### config.mk
export PLATFORM = sky130hd
export DESIGN_NAME = insn_byte_queue
export DESIGN_NICKNAME = d
export VERILOG_FILES = /design/src/rtl/ibq_pkg.sv /design/src/rtl/ibq_shift.sv /design/src/rtl/ibq_append.sv /design/src/rtl/ibq_ctrl.sv /design/src/rtl/insn_byte_queue.sv
export SDC_FILE = /design/constraint.sdc
export NUM_CORES = 1
export LEC_CHECK = 0
export BUFFER_PORTS_ARGS = -buffer_cell sky130_fd_sc_hd__clkbuf_2
export CORE_ASPECT_RATIO = 0.5
export CORE_MARGIN = 4
export CORE_UTILIZATION = 55
export CTS_BUF_LIST = sky130_fd_sc_hd__clkbuf_16
export DETAILED_ROUTE_END_ITERATION = 8
export GPL_TIMING_DRIVEN = 0
export PLACE_DENSITY = 0.89
export REMOVE_ABC_BUFFERS = 1
export SLEW_MARGIN = 20
export SYNTH_ARGS = -nofsm -noshare
export SYNTH_HDL_FRONTEND = slang
export SYNTH_SLANG_ARGS = --single-unit
### constraint.sdc
create_clock -name clk -period 5.35 [get_ports clk]
set_input_delay 1.07 -clock clk [delete_from_list [all_inputs] [get_ports clk]]
set_output_delay 1.07 -clock clk [all_outputs]
set_load 0.005 [all_outputs]
### src/rtl/ibq_pkg.sv
package ibq_pkg;

  // Bytes left after the decoder removes its share this cycle.
  function automatic int kept_after(input int count, input int take);
    return count - take;
  endfunction

  // True when a whole word fits behind the kept bytes.
  function automatic bit word_fits(input int kept, input int depth, input int word_bytes);
    return (depth - kept) >= word_bytes;
  endfunction

  // Count after one cycle, without flush.
  function automatic int next_count(input int kept, input bit accepted, input int word_bytes);
    return kept + (accepted ? word_bytes : 0);
  endfunction

endpackage

### src/rtl/ibq_shift.sv
module ibq_shift #(
  parameter int DEPTH    = 7,
  parameter int MAX_TAKE = 4,
  localparam int TW      = $clog2(MAX_TAKE + 1)
) (
  input  logic [DEPTH*8-1:0] bytes_in,
  input  logic [TW-1:0]      take,
  output logic [DEPTH*8-1:0] bytes_out
);

  // Each output position picks the input byte that lies `take` slots above it.
  for (genvar i = 0; i < DEPTH; i++) begin : g_pos
    always_comb begin
      bytes_out[8*i +: 8] = 8'h00;
      for (int k = 0; k <= MAX_TAKE; k++) begin
        if (take == TW'(k) && (i + k) < DEPTH) begin
          bytes_out[8*i +: 8] = bytes_in[8*(i+k) +: 8];
        end
      end
    end
  end

endmodule

### src/rtl/ibq_append.sv
module ibq_append #(
  parameter int DEPTH      = 7,
  parameter int WORD_BYTES = 4,
  localparam int CW        = $clog2(DEPTH + 1)
) (
  input  logic [DEPTH*8-1:0]      bytes_in,
  input  logic [CW-1:0]           kept,
  input  logic                    enable,
  input  logic [WORD_BYTES*8-1:0] word,
  output logic [DEPTH*8-1:0]      bytes_out
);

  // Word byte o goes to position kept+o; other positions keep the shifted byte.
  for (genvar i = 0; i < DEPTH; i++) begin : g_pos
    always_comb begin
      bytes_out[8*i +: 8] = bytes_in[8*i +: 8];
      for (int o = 0; o < WORD_BYTES; o++) begin
        if (enable && (int'(kept) + o) == i) begin
          bytes_out[8*i +: 8] = word[8*o +: 8];
        end
      end
    end
  end

endmodule

### src/rtl/ibq_ctrl.sv
module ibq_ctrl #(
  parameter int DEPTH      = 7,
  parameter int WORD_BYTES = 4,
  parameter int MAX_TAKE   = 4,
  localparam int CW        = $clog2(DEPTH + 1),
  localparam int TW        = $clog2(MAX_TAKE + 1)
) (
  input  logic          clk,
  input  logic          rst_n,
  input  logic          flush,
  input  logic          fetch_valid,
  input  logic [TW-1:0] take,
  output logic          fetch_ready,
  output logic          accept,
  output logic [CW-1:0] kept,
  output logic [CW-1:0] count
);

  logic          room;
  logic [CW-1:0] count_d;

  always_comb begin
    kept        = CW'(ibq_pkg::kept_after(int'(count), int'(take)));
    room        = ibq_pkg::word_fits(int'(kept), DEPTH, WORD_BYTES);
    fetch_ready = !flush && room;
    accept      = fetch_valid && fetch_ready;
    count_d     = flush ? '0 : CW'(ibq_pkg::next_count(int'(kept), accept, WORD_BYTES));
  end

  always_ff @(posedge clk) begin
    if (!rst_n) count <= '0;
    else        count <= count_d;
  end

endmodule

### src/rtl/insn_byte_queue.sv
module insn_byte_queue #(
  parameter int DEPTH      = 7,
  parameter int WORD_BYTES = 4,
  parameter int MAX_TAKE   = 4,
  localparam int CW        = $clog2(DEPTH + 1),
  localparam int TW        = $clog2(MAX_TAKE + 1)
) (
  input  logic                    clk,
  input  logic                    rst_n,
  input  logic                    flush,
  input  logic                    fetch_valid,
  input  logic [WORD_BYTES*8-1:0] fetch_data,
  output logic                    fetch_ready,
  input  logic [TW-1:0]           take,
  output logic [DEPTH*8-1:0]      win_data,
  output logic [CW-1:0]           win_count
);

  // Named internal events, brought out for the checker.
  logic                 accept_evt;
  logic [CW-1:0]        kept_cnt;
  logic [DEPTH*8-1:0]   shifted;
  logic [DEPTH*8-1:0]   merged;
  logic [DEPTH*8-1:0]   store_q;

  ibq_ctrl #(.DEPTH(DEPTH), .WORD_BYTES(WORD_BYTES), .MAX_TAKE(MAX_TAKE)) u_ctrl (
    .clk         (clk),
    .rst_n       (rst_n),
    .flush       (flush),
    .fetch_valid (fetch_valid),
    .take        (take),
    .fetch_ready (fetch_ready),
    .accept      (accept_evt),
    .kept        (kept_cnt),
    .count       (win_count)
  );

  ibq_shift #(.DEPTH(DEPTH), .MAX_TAKE(MAX_TAKE)) u_shift (
    .bytes_in  (store_q),
    .take      (take),
    .bytes_out (shifted)
  );

  ibq_append #(.DEPTH(DEPTH), .WORD_BYTES(WORD_BYTES)) u_append (
    .bytes_in  (shifted),
    .kept      (kept_cnt),
    .enable    (accept_evt),
    .word      (fetch_data),
    .bytes_out (merged)
  );

  // Bytes above the count are don't-care; storage is always loaded.
  always_ff @(posedge clk) begin
    if (!rst_n) store_q <= '0;
    else        store_q <= merged;
  end

  assign win_data = store_q;

endmodule

==> key figures <==
CTS
  • Worst-case clock buffer depth: 2
  • CTS tree: built
  • H-tree levels: 3
  • Worst skew pair latency: approximately 0.35 ns
  • Clk sinks: 59
  • Worst-path clk slew: 0.05 ns
  • CTS root buf: clkbuf_16
  • Cts bufs inserted: 9

Floorplanning
  • Site row count: 23
  • Die width: between 100 and 150 µm
  • DIE AREA: ~0.010 mm²
  • Starting density of the core: 57.1%
  • Die Span Y: 72.7 µm
  • Core area: 0.00806 mm²
  • Top-level port count: 99

GRT
  • GRT overflow: 0
  • Vias in the first global route: between 5k and 6k
  • Number of antenna violations at the first check in global routing: 1
  • Largest net degree at the start of global routing: 55
  • Global-route wire length before repair: 28.7 mm
  • GRT Overall Usage: roughly 37%

Worst setup path
  • Slowest stage cell, crit path: clkbuf_4
  • Data required, critical path: 5.62 ns
  • FF-to-FF Start: u_ctrl.count[0]
  • Critical-path cell list: clkbuf_4 > ha_1 > inv_1 > fa_2 > xor3_2 > ha_1 > nor2b_1 > nand4_1 > nand3_1 > o21ai_0 > a31oi_1
  • Worst R2R Setup Slack: ~1.3 ns
  • Reg2Reg Capture Point: win_data[28]
  • Crit path buf inv count: 2
  • CP peak stage delay: around 0.64 ns
  • Critical path startpoint category: input port
  • Arrival time worst endpoint: between 5 and 6 ns
  • WS Path Type: input port to flip-flop
  • Crit. End Element: flip-flop
  • Reg2reg path depth: 7
  • Worst-path maximum fanout: 51
  • Cell mode on critical path: ha_1
  • Worst path top cell family by delay: simple AND/OR/NAND/NOR gates

Power
  • PD cells: 290 mW/mm²
  • IR Drop Worst-Case VDD: between 0.15 and 0.2 mV
  • Lkg Pwr: about 2.1 nW

Drt
  • Per-cell routed wire length: 25.0 µm
  • Initial DRC count: 1670
  • Vias: approximately 5.9k
  • Via/cell ratio: ~7.7
  • TritonRoute pass-1 iters: 9
  • DRT Wirelength: 19.1 mm
  • Antenna viol nets, final: 0
  • DRC: 1

Place
  • GPL Wtd Cong: 0.972
  • Post-detail-place hpwl: approximately 12 mm
  • I/O Buffers: 98
  • Placed Instances: 743
  • Worst slack, placed: -1.02 ns

Worst hold path
  • Hold Path End: win_data[3]
  • HP Start: win_data[3]
  • Hold Path Depth: 2
  • Hold WC Path Type: flip-flop to flip-flop

Yosys
  • Post-synth EDFFs: 0
  • Dominant synthesized flop cell: dfxtp_1
  • Post-Syn Instances: 585
  • Number of library cell types mapped by synthesis: 56
  • Async S/R FF share, synth: 0%
  • Ranking of synthesized cells by area: dfxtp_1 26%, mux2i_1 7.8%, o21ai_0 6.1%
  • Register bit count reported by yosys: 59
  • Synth Warn #: 0
  • Yosys top cell area share: 25.7%
  • Avg Inst Size Synth: approximately 8 µm²
  • Post-synth top area cell: dfxtp_1
  • Synth Cell Area: 0.00460 mm²
  • Sequential area share after synthesis: 25.7%

STA
  • Final period util: between 90% and 100%
  • PnR worst setup slack: 0.148 ns
  • RSZ-0062 raised after global routing: false
  • Final clock skew: 0.00792 ns
  • Fin. Hold Viols: 0
  • Max frequency: roughly 190 MHz
  • Setup violations, final: 0
  • Final Critical Period: 5.20 ns
  • Fin. max-slew vios: 0
  • Normalized max-slew margin: 21.8%
  • Worst Hold Slack: 0.432 ns
  • Slew at the pin closest to its max-slew limit: between 1 and 1.5 ns

Run status
  • Status: finished with violations
  • Failing checks: design-rule violations

Cells and area
  • Nets: 690
  • Inserted Diodes: 0
  • Area grow syn2layout: 18.5%
  • Fin cells: between 700 and 800
  • Layout cell share with drive strength beyond 1: 22.9%

Run
  • Max Cap Viol: 0
==> worst reg2reg max path, delay by kind of cell (launching register included) <==
kind	cells	cell delay, ns
flip-flops	1	0.33
adder cells (fa/ha/maj)	1	1.06
buffers and inverters	1	0.05
AO/OA/AOI/OAI	1	0.19
AND/OR/NAND/NOR	4	2.34
==> logic make-up after synthesis <==
logic type,share of synthesized area (%)
adders and majority gates,1.25
xor gates and xnor gates,0.734
and+or+nand+nor,16.4
muxes,9.54
AOI/OAI and AO/OA,39.5
buffers and inverters,6.88
DFF,25.7
==> sequential cells by signal, indices dropped and copies added, names as in the netlist <==
signal        count
u_ctrl.count      3
win_data         56
==> report_power, final <==
group | leakage [nW] | internal, W | switching, W | total, W
clock network | 0.162 | 0.000449 | 0.000221 | 0.000670
registers | 0.480 | 0.000466 | 0.0000356 | 0.000502
logic | 1.45 | 0.000140 | 0.000266 | 0.000406
total | 2.09 | 0.00105 | 0.000523 | 0.00158
==> how the worst max path moves through the flow <==
stage | start | end | cells after the start
finish | take[0] | win_data[13] | 11
global route | take[0] | win_data[12] | 11
CTS | take[1] | win_data[46] | 10
detailed placement | take[1] | win_data[38] | 9
global placement | take[0] | win_data[38] | 10
floorplan | take[1] | win_data[24] | 9
==> Yosys cell counts, drive strengths merged, types with 2 or more instances <==
cell	number
clkbuf	37
clkinv	2
nand2b	13
nor3b	4
a211oi	13
a221oi	17
dfxtp	59
o221ai	19
mux2i	36
a21oi	28
nor3	17
o31a	2
a22o	8
mux2	7
and2	5
nand3	12
buf	17
o221a	2
o311ai	2
a31oi	25
inv	20
nand2	48
and3	11
ha	3
nand4	2
a22oi	35
nor2	11
o21ai	56
or3	2
nor2b	8
o211ai	21
o22ai	12
nor4	2
o2bb2ai	15
==> what timing repair did <==
item                       CTS  global route
setup endpoints to repair   48            32
hold buffers                 0             0
pin swaps                    1             1
setup buffers                1             3
resized for setup            2             4
==> per-layer routing <==
| layer | GRT usage [%] | up-vias | wire, µm |
|---|---|---|---|
| met5 | 0 | - | 0 |
| met4 | 24.6 | 0 | 1490 |
| met3 | 16.5 | 214 | 3490 |
| met2 | 54.3 | 659 | 7600 |
| met1 | 44.8 | 2576 | 6480 |
| li1 | - | 2431 | - |
==> placed cells by master (no fill, tap or decap), types with 3 or more instances in the layout <==
cell        n
a211oi_1   12
a21oi_1    27
a221oi_1   17
a22o_1      8
a22oi_1    35
a31oi_1    24
and2_1      5
and3_1     11
buf_4       4
bufinv_16   3
clkbuf_16   9
clkbuf_2   96
clkinv_1    4
dfxtp_1    59
inv_1      19
mux2_2      7
mux2i_1    36
nand2_1    48
nand2b_1   13
nand3_1    12
nor2_1     10
nor2b_1     5
nor2b_2     3
nor3_1     12
nor3_2      4
nor3b_1     3
o211ai_1   20
o21ai_0    56
o221ai_1   19
o22ai_1    12
o2bb2ai_1  15
==> layout make-up <==
cell class / instances / area, µm²
clock inverter: 7 / 106
tap: 112 / 140
inverter: 22 / 88.8
sequential: 59 / 1180
timing repair buffer: 105 / 563
clock buffer: 9 / 225
multi-input combinational: 450 / 3150
fill: 665 / 2610
==> per-stage QoR <==
step / TNS, ns / cell area, µm² / power, W / util (%)
floorplan: 0 / 4370 / 0.000720 / -
global placement: -40.16 / 5000 / 0.000862 / 62.1
detailed placement: -41.81 / 5050 / 0.000874 / 62.7
CTS: 0 / 5400 / 0.00154 / 67.0
global route: 0 / 5450 / 0.00162 / 67.7
finish: 0 / 5450 / 0.00158 / 67.7
(Power assumes the default switching activity.)
